### config.mk
export PLATFORM = sky130hd
export DESIGN_NAME = disp_timing_gen
export DESIGN_NICKNAME = d
export VERILOG_FILES = /design/src/rtl/disp_tg_pkg.sv /design/src/rtl/tg_axis.sv /design/src/rtl/tg_regs.sv /design/src/rtl/tg_irq.sv /design/src/rtl/disp_timing_gen.sv
export SDC_FILE = /design/constraint.sdc
export NUM_CORES = 1
export LEC_CHECK = 0
export BUFFER_PORTS_ARGS = -buffer_cell sky130_fd_sc_hd__buf_2
export CAP_MARGIN = 40
export CORE_ASPECT_RATIO = 1.1
export CORE_MARGIN = 8
export CORE_UTILIZATION = 57
export CTS_BUF_LIST = sky130_fd_sc_hd__clkbuf_8 sky130_fd_sc_hd__clkbuf_16
export DETAILED_ROUTE_END_ITERATION = 6
export PLACE_DENSITY_LB_ADDON = 0.12
export SYNTH_ARGS = -nofsm -noshare
export SYNTH_HDL_FRONTEND = slang
export SYNTH_SLANG_ARGS = --single-unit
### constraint.sdc
create_clock -name clk -period 6.7 [get_ports clk]
set_input_delay 1.005 -clock clk [delete_from_list [all_inputs] [get_ports clk]]
set_output_delay 1.005 -clock clk [all_outputs]
set_load 0.02 [all_outputs]
### src/rtl/disp_tg_pkg.sv
package disp_tg_pkg;

   // upper field of every two-field timing word starts here
   localparam int unsigned HI_LSB       = 16;
   // vertical sync code width and its saturation value
   localparam int unsigned VSW_W        = 4;
   localparam int unsigned VSW_MAX_CODE = 14;

   // word addresses of the write port
   localparam int unsigned ADR_CTRL   = 0;
   localparam int unsigned ADR_HTIM   = 1;
   localparam int unsigned ADR_HSW    = 2;
   localparam int unsigned ADR_VTIM   = 3;
   localparam int unsigned ADR_VSW    = 4;
   localparam int unsigned ADR_SIZE   = 5;
   localparam int unsigned ADR_POL    = 6;
   localparam int unsigned ADR_IRQEN  = 7;
   localparam int unsigned ADR_IRQCLR = 8;
   localparam int unsigned ADR_FRZ    = 9;

   // update units, each with one freeze bit
   localparam int unsigned U_HOR     = 0;
   localparam int unsigned U_VER     = 1;
   localparam int unsigned U_SIZE    = 2;
   localparam int unsigned U_POL     = 3;
   localparam int unsigned NUM_UNITS = 4;
   localparam int unsigned FRZ_REGS  = (NUM_UNITS + 31) / 32;

   // bit 0 inverts vsync, bit 1 inverts hsync
   typedef struct packed {
      logic inv_h;
      logic inv_v;
   } pol_t;

endpackage

### src/rtl/tg_axis.sv
// One timing axis: sync, back porch, active, front porch, then wrap.
module tg_axis
   import disp_tg_pkg::*;
#(
   parameter int unsigned FW = 12,
   parameter int unsigned SW = 12
) (
   input  logic          clk,
   input  logic          rst_n,
   input  logic          en,
   input  logic          step,
   input  logic [SW-1:0] sync_code,
   input  logic [FW-1:0] bp,
   input  logic [FW-1:0] act_code,
   input  logic [FW-1:0] fp,
   output logic          in_sync,
   output logic          in_act,
   output logic          last,
   output logic [FW-1:0] pos
);

   localparam int unsigned CW = FW + 2;

   if (SW > FW) begin : g_bad_sw
      $error("tg_axis: sync code wider than field width");
   end

   logic [CW-1:0] cnt;
   logic [CW-1:0] b_sync;
   logic [CW-1:0] b_bp;
   logic [CW-1:0] b_act;
   logic [CW-1:0] b_end;

   always_comb begin
      b_sync = CW'(sync_code) + CW'(1);
      b_bp   = b_sync + CW'(bp);
      b_act  = b_bp + CW'(act_code) + CW'(1);
      b_end  = b_act + CW'(fp);
   end

   assign in_sync = (cnt < b_sync);
   assign in_act  = (cnt >= b_bp) && (cnt < b_act);
   assign last    = (cnt >= b_end - CW'(1));
   assign pos     = in_act ? FW'(cnt - b_bp) : '0;

   always_ff @(posedge clk or negedge rst_n) begin
      if (!rst_n) begin
         cnt <= '0;
      end else if (!en) begin
         cnt <= '0;
      end else if (step) begin
         cnt <= last ? '0 : cnt + CW'(1);
      end
   end

endmodule

### src/rtl/tg_regs.sv
// Write decode, shadow registers, per-unit freeze and live copy.
module tg_regs
   import disp_tg_pkg::*;
#(
   parameter int unsigned HW     = 12,
   parameter int unsigned VW     = 12,
   parameter int unsigned ADDR_W = 4,
   parameter int unsigned DATA_W = 32
) (
   input  logic              clk,
   input  logic              rst_n,
   input  logic              wr_valid,
   input  logic [ADDR_W-1:0] wr_addr,
   input  logic [DATA_W-1:0] wr_data,
   input  logic              frame_end,
   output logic              en,
   output logic [HW-1:0]     lv_hsw,
   output logic [HW-1:0]     lv_hbp,
   output logic [HW-1:0]     lv_hfp,
   output logic [HW-1:0]     lv_w,
   output logic [VW-1:0]     lv_vbp,
   output logic [VW-1:0]     lv_vfp,
   output logic [VW-1:0]     lv_h,
   output logic [VSW_W-1:0]  lv_vsw,
   output pol_t              lv_pol
);

   logic [HW-1:0]    sh_hsw, sh_hbp, sh_hfp, sh_w;
   logic [VW-1:0]    sh_vbp, sh_vfp, sh_h;
   logic [VSW_W-1:0] sh_vsw;
   pol_t             sh_pol;
   logic [NUM_UNITS-1:0] frz;
   logic             upd;
   logic             unused_wr_bits;

   assign unused_wr_bits = ^wr_data;
   assign upd = !en || frame_end;

   // run bit acts at once, timing words land in the shadows
   always_ff @(posedge clk or negedge rst_n) begin
      if (!rst_n) begin
         en     <= 1'b0;
         sh_hsw <= '0;
         sh_hbp <= '0;
         sh_hfp <= '0;
         sh_w   <= '0;
         sh_vbp <= '0;
         sh_vfp <= '0;
         sh_h   <= '0;
         sh_vsw <= '0;
         sh_pol <= '0;
      end else if (wr_valid) begin
         case (wr_addr)
            ADDR_W'(ADR_CTRL): en <= wr_data[0];
            ADDR_W'(ADR_HTIM): begin
               sh_hbp <= wr_data[HI_LSB +: HW];
               sh_hfp <= wr_data[HW-1:0];
            end
            ADDR_W'(ADR_HSW):  sh_hsw <= wr_data[HW-1:0];
            ADDR_W'(ADR_VTIM): begin
               sh_vbp <= wr_data[HI_LSB +: VW];
               sh_vfp <= wr_data[VW-1:0];
            end
            ADDR_W'(ADR_VSW):
               sh_vsw <= (wr_data > DATA_W'(VSW_MAX_CODE)) ?
                         VSW_W'(VSW_MAX_CODE) : wr_data[VSW_W-1:0];
            ADDR_W'(ADR_SIZE): begin
               sh_h <= wr_data[HI_LSB +: VW];
               sh_w <= wr_data[HW-1:0];
            end
            ADDR_W'(ADR_POL):  sh_pol <= wr_data[1:0];
            default: ;
         endcase
      end
   end

   // freeze bits: unit u lives at register u/32, bit u%32
   for (genvar u = 0; u < NUM_UNITS; u++) begin : g_frz
      logic hold;
      always_ff @(posedge clk or negedge rst_n) begin
         if (!rst_n) begin
            hold <= 1'b0;
         end else if (wr_valid && wr_addr == ADDR_W'(ADR_FRZ + u / 32)) begin
            hold <= wr_data[u % 32];
         end
      end
      assign frz[u] = hold;
   end

   // live copy per unit
   for (genvar u = 0; u < NUM_UNITS; u++) begin : g_unit
      logic take;
      assign take = upd && !frz[u];
      if (u == U_HOR) begin : g_hor
         always_ff @(posedge clk or negedge rst_n) begin
            if (!rst_n) begin
               lv_hsw <= '0;
               lv_hbp <= '0;
               lv_hfp <= '0;
            end else if (take) begin
               lv_hsw <= sh_hsw;
               lv_hbp <= sh_hbp;
               lv_hfp <= sh_hfp;
            end
         end
      end else if (u == U_VER) begin : g_ver
         always_ff @(posedge clk or negedge rst_n) begin
            if (!rst_n) begin
               lv_vsw <= '0;
               lv_vbp <= '0;
               lv_vfp <= '0;
            end else if (take) begin
               lv_vsw <= sh_vsw;
               lv_vbp <= sh_vbp;
               lv_vfp <= sh_vfp;
            end
         end
      end else if (u == U_SIZE) begin : g_size
         always_ff @(posedge clk or negedge rst_n) begin
            if (!rst_n) begin
               lv_w <= '0;
               lv_h <= '0;
            end else if (take) begin
               lv_w <= sh_w;
               lv_h <= sh_h;
            end
         end
      end else begin : g_pol
         always_ff @(posedge clk or negedge rst_n) begin
            if (!rst_n) begin
               lv_pol <= '0;
            end else if (take) begin
               lv_pol <= sh_pol;
            end
         end
      end
   end

endmodule

### src/rtl/tg_irq.sv
// Frame-end pending flag, mask and write-one-to-clear.
module tg_irq
   import disp_tg_pkg::*;
#(
   parameter int unsigned ADDR_W = 4
) (
   input  logic              clk,
   input  logic              rst_n,
   input  logic              wr_valid,
   input  logic [ADDR_W-1:0] wr_addr,
   input  logic              wr_bit0,
   input  logic              frame_end,
   output logic              irq,
   output logic              pending
);

   logic mask_en;

   always_ff @(posedge clk or negedge rst_n) begin
      if (!rst_n) begin
         mask_en <= 1'b0;
      end else if (wr_valid && wr_addr == ADDR_W'(ADR_IRQEN)) begin
         mask_en <= wr_bit0;
      end
   end

   always_ff @(posedge clk or negedge rst_n) begin
      if (!rst_n) begin
         pending <= 1'b0;
      end else if (frame_end) begin
         pending <= 1'b1;
      end else if (wr_valid && wr_addr == ADDR_W'(ADR_IRQCLR) && wr_bit0) begin
         pending <= 1'b0;
      end
   end

   assign irq = pending && mask_en;

endmodule

### src/rtl/disp_timing_gen.sv
module disp_timing_gen
   import disp_tg_pkg::*;
#(
   parameter int unsigned HW     = 12,
   parameter int unsigned VW     = 12,
   parameter int unsigned ADDR_W = 4,
   parameter int unsigned DATA_W = 32
) (
   input  logic              clk,
   input  logic              rst_n,
   input  logic              wr_valid,
   input  logic [ADDR_W-1:0] wr_addr,
   input  logic [DATA_W-1:0] wr_data,
   output logic              hsync,
   output logic              vsync,
   output logic              de,
   output logic [HW-1:0]     px_x,
   output logic [VW-1:0]     px_y,
   output logic              irq,
   output logic              irq_pending
);

   localparam int unsigned MAXW = (HW > VW) ? HW : VW;

   if (HW > HI_LSB || VW > HI_LSB) begin : g_bad_field
      $error("disp_timing_gen: field wider than the low half of a word");
   end
   if (DATA_W < HI_LSB + MAXW || DATA_W < 32) begin : g_bad_data
      $error("disp_timing_gen: data word too narrow");
   end
   if ((1 << ADDR_W) < ADR_FRZ + FRZ_REGS) begin : g_bad_addr
      $error("disp_timing_gen: address space too small");
   end
   if (HW < VSW_W) begin : g_bad_hw
      $error("disp_timing_gen: horizontal field narrower than sync code");
   end

   logic             en;
   logic [HW-1:0]    lv_hsw, lv_hbp, lv_hfp, lv_w;
   logic [VW-1:0]    lv_vbp, lv_vfp, lv_h;
   logic [VSW_W-1:0] lv_vsw;
   pol_t             lv_pol;
   logic             frame_end;
   logic             h_sync, h_act, h_last;
   logic             v_sync, v_act, v_last;
   logic [HW-1:0]    h_pos;
   logic [VW-1:0]    v_pos;

   tg_regs #(.HW(HW), .VW(VW), .ADDR_W(ADDR_W), .DATA_W(DATA_W)) u_regs (
      .clk       (clk),
      .rst_n     (rst_n),
      .wr_valid  (wr_valid),
      .wr_addr   (wr_addr),
      .wr_data   (wr_data),
      .frame_end (frame_end),
      .en        (en),
      .lv_hsw    (lv_hsw),
      .lv_hbp    (lv_hbp),
      .lv_hfp    (lv_hfp),
      .lv_w      (lv_w),
      .lv_vbp    (lv_vbp),
      .lv_vfp    (lv_vfp),
      .lv_h      (lv_h),
      .lv_vsw    (lv_vsw),
      .lv_pol    (lv_pol)
   );

   tg_axis #(.FW(HW), .SW(HW)) u_hor (
      .clk       (clk),
      .rst_n     (rst_n),
      .en        (en),
      .step      (1'b1),
      .sync_code (lv_hsw),
      .bp        (lv_hbp),
      .act_code  (lv_w),
      .fp        (lv_hfp),
      .in_sync   (h_sync),
      .in_act    (h_act),
      .last      (h_last),
      .pos       (h_pos)
   );

   tg_axis #(.FW(VW), .SW(VSW_W)) u_ver (
      .clk       (clk),
      .rst_n     (rst_n),
      .en        (en),
      .step      (h_last),
      .sync_code (lv_vsw),
      .bp        (lv_vbp),
      .act_code  (lv_h),
      .fp        (lv_vfp),
      .in_sync   (v_sync),
      .in_act    (v_act),
      .last      (v_last),
      .pos       (v_pos)
   );

   tg_irq #(.ADDR_W(ADDR_W)) u_irq (
      .clk       (clk),
      .rst_n     (rst_n),
      .wr_valid  (wr_valid),
      .wr_addr   (wr_addr),
      .wr_bit0   (wr_data[0]),
      .frame_end (frame_end),
      .irq       (irq),
      .pending   (irq_pending)
   );

   assign frame_end = en && h_last && v_last;

   assign hsync = (en && h_sync) ^ lv_pol.inv_h;
   assign vsync = (en && v_sync) ^ lv_pol.inv_v;
   assign de    = en && h_act && v_act;
   assign px_x  = de ? h_pos : '0;
   assign px_y  = de ? v_pos : '0;

endmodule

==> summary.md <==
| Metric | Value |
|---|---|
| Rel. slew slack | 0.3443 |
| R2R cell count | 38 |
| DRC | 0 |
| Max Slew Vio Count | 0 |
| ANT nets after route | 0 |
| Max frequency | 0.1373 GHz |
| Initial antenna violation count | 1 |
| Most common library cell in the layout ignoring fill and taps | dfrtp_1 |
| Worst reg2reg endpoint | u_regs.lv_hbp[8]$_DFFE_PN0P_ |
| Startpoint types | flop |
| DR iter-0 viols | 789 |
| Worst skew pair latency | 550 ps |
| DR pass1 iterations | 6 |
| CP Capture Type | output pin |
| Clk sinks | 215 |
| Top Ports | 68 |
| Reg-to-reg slack, setup | -500 ps |
| Worst Tran Pin Value | 976.1 ps |
| Initial Util | 0.5794 |
| Failing checks | negative setup slack |
| Critical path arrival | 6280 ps |
| Worst path required time | 5690 ps |
| Root buf cell | clkbuf_16 |
| Area of the core | roughly 0.026 mm2 |
| N_diodes | 0 |
| Fin crit share | 1.087 |
| Max_cap viols | 0 |
| Chip Height | 187.0 um |
| Synth Area per Inst | 10.11 um2 |
| Post-synth EDFFs | 0 |
| Reg2reg start | u_regs.lv_hsw[0]$_DFFE_PN0P_ |
| Most used DFF post-synth | dfrtp_1 |
| Synth cell types | 69 |
| CTS HTree Levels | 1 |
| Hold_buf cts | 0 |
| Ys async rst share | 1.000 |
| Num rows | 62 |
| Clock transition at path regs | about 60 ps |
| Hold Startpoint | u_regs.sh_hfp[0]$_DFFE_PN0P_ |
| Post-DP HPWL | 30630 um |
| Post-synthesis sequential area ratio | 0.3552 |
| Global-route wire length before repair | 64690 um |
| Port buffer count | 67 |
| Minimum clock period | 7284 ps |
| Hold path cells | 2 |
| Synth warnings | 0 |
| Largest net degree at the start of global routing | 112 |
| GRT overflow | 0 |
| Routability cong. | 0.8942 |
| Share of layout cells above drive strength 1 | 0.2948 |
| Post-synthesis cell count | about 1500 |
| Hold Fails Final Rpt | 0 |
| Final WL | 41930 um |
| Die width | 171.4 um |
| Setup TNS | -59710 ps |
| Crit-path max FO | 12 |
| Clk buf depth | 3 |
| Critical path class | reg2out |
| Vias in the first global route | 12130 |
| Outcome | finished with violations |
| Hold Path Class | reg2reg |
| Die area | between 0.03 and 0.04 mm2 |
| Vias per cell | just under 6 |
| Final WS setup | -584.1 ps |
| Tot GR Track Use | 0.2529 |
| Hold EP | u_regs.sh_hfp[0]$_DFFE_PN0P_ |
| P&R area growth vs syn | 20.75% |
| Final setup violation count | 144 |
| Netlist Area Pre-Place | between 0.015 and 0.02 mm2 |
| Unrepaired setup endpoints after global routing | yes |
| DR WL/cell | between 20 and 25 um |
| Post-Syn Nets | 1732 |
| CTS tree | yes |
| # nets final | 1936 |
| Number of synthesized register bits | 215 |
| DR vias | 12143 |
| Clock buffer count from CTS | 25 |
| Leading cell types in the layout, fill and taps excluded | 213 x dfrtp_1, 181 x ha_1, 177 x mux2_2 |
| Worst Skew | 24.74 ps |
| Crit. Startpoint | u_regs.lv_hsw[0]$_DFFE_PN0P_ |
worst max-delay path by stage:
stage                                          endpoint  slack, ps  depth (start not counted)
after global routing                           px_x[11]       -840                         27
after CTS                                       px_x[8]       -490                         29
after floorplan           u_regs.lv_vfp[10]$_DFFE_PN0P_         90                         30
after detailed placement                        px_y[9]        -90                         28
final                                          px_y[11]       -580                         26
after global placement     u_regs.lv_hfp[7]$_DFFE_PN0P_         90                         31
metal layers:
metal	up-vias	part of all wire	track usage
met1	5973	0.46	0.3588
li1	5755	-	-
met5	-	0.00024	0
met3	65	0.063	0.03800
met4	2	0.021	0.06160
met2	348	0.45	0.3975
Yosys cell counts, drive strengths merged, types with 11 or more instances:
library cell,instances,area share
and3,18,0.0074
nand2,60,0.015
nand4,15,0.0066
nand3,34,0.011
a21o,29,0.014
nor2b,21,0.0087
o21a,16,0.0079
a21oi,77,0.025
mux2,177,0.13
nand2b,23,0.0095
xor2,59,0.034
and2,11,0.0045
buf,12,0.0048
clkbuf,14,0.0035
inv,148,0.037
nor2,86,0.021
nor3,34,0.013
dfrtp,215,0.36
a31oi,15,0.0070
xnor2,48,0.028
nor4,13,0.0054
o21ai,59,0.020
ha,187,0.15
metrics by stage:
step	utilization	cells	hold slack [ps]	area [um2]	setup WS, ps
after CTS	0.6873	2060	480.0	17970	-487.4
final	0.6996	2072	477.7	18290	-584.1
after detailed placement	0.6362	1988	466.3	16630	-86.55
after global routing	0.6996	2072	495.9	18290	-837.0
after global placement	0.6352	1987	460.3	16600	86.01
after floorplan	-	1498	446.0	15150	94.34
timing repair:
action | in CTS | in global routing
buffers inserted | 26 | 11
hold endpoints to repair | 0 | 0
gates resized for setup | 77 | 49
gates cloned | 1 | 2
endpoints found under the setup margin | 109 | 144
pin swaps | 10 | 24
layout make-up:
type	instances	area, um2
Clock buffer	30	694.4
Clock inverter	15	157.7
Fill cell	2042	7853
Inverter	148	555.5
Multi-Input combinational cell	1109	9450
Sequential cell	215	5383
Tap cell	352	440.4
Timing Repair Buffer	203	1609
registers in the layout (all words and copies together), names as in the netlist:
register,cells
u_regs.lv_pol,2
u_irq.pending,1
u_regs.sh_vfp,12
u_regs.lv_h,12
u_regs.en,1
u_regs.sh_hfp,12
u_regs.lv_hbp,12
u_regs.lv_vbp,12
u_regs.sh_w,12
u_irq.mask_en,1
u_regs.sh_vbp,12
u_hor.cnt,14
u_regs.lv_w,12
u_regs.sh_hsw,12
u_regs.lv_hsw,12
u_regs.sh_hbp,12
u_regs.sh_h,12
u_regs.lv_hfp,12
u_regs.g_frz.hold,4
u_regs.lv_vfp,12
u_ver.cnt,14
u_regs.sh_pol,2
u_regs.sh_vsw,4
u_regs.lv_vsw,4
cells by family (layout without fill, tap and decap cells):
group,Yosys count,after routing,share of synthesized area
buffers and inverters,174,396,0.04494
xor gates and xnor gates,107,107,0.06187
AOI/OAI and AO/OA,272,272,0.1171
adders and majority gates,196,196,0.1658
and+or+nand+nor,355,355,0.1223
muxes,179,179,0.1329
DFF,215,215,0.3552
critical path, stage by stage, from the launching register on:
cell	delay [ps]
dfrtp_1	410
buf_4	160
nand3_1	130
xnor2_2	250
ha_1	320
a21oi_1	250
a21oi_2	120
o31a_1	320
a21o_1	190
a21oi_2	180
xnor2_2	90
ha_1	330
buf_6	140
or2_2	270
a21oi_1	220
a21oi_2	90
xor2_1	200
ha_1	260
a22oi_2	180
o21ai_1	80
or4_1	410
nor3_1	170
and4_1	240
nand4_4	120
buf_12	200
nor3b_2	230
buf_4	180
Power is not shown: default switching activity piles up to over one toggle a cycle in this logic, so the estimate is an artifact.
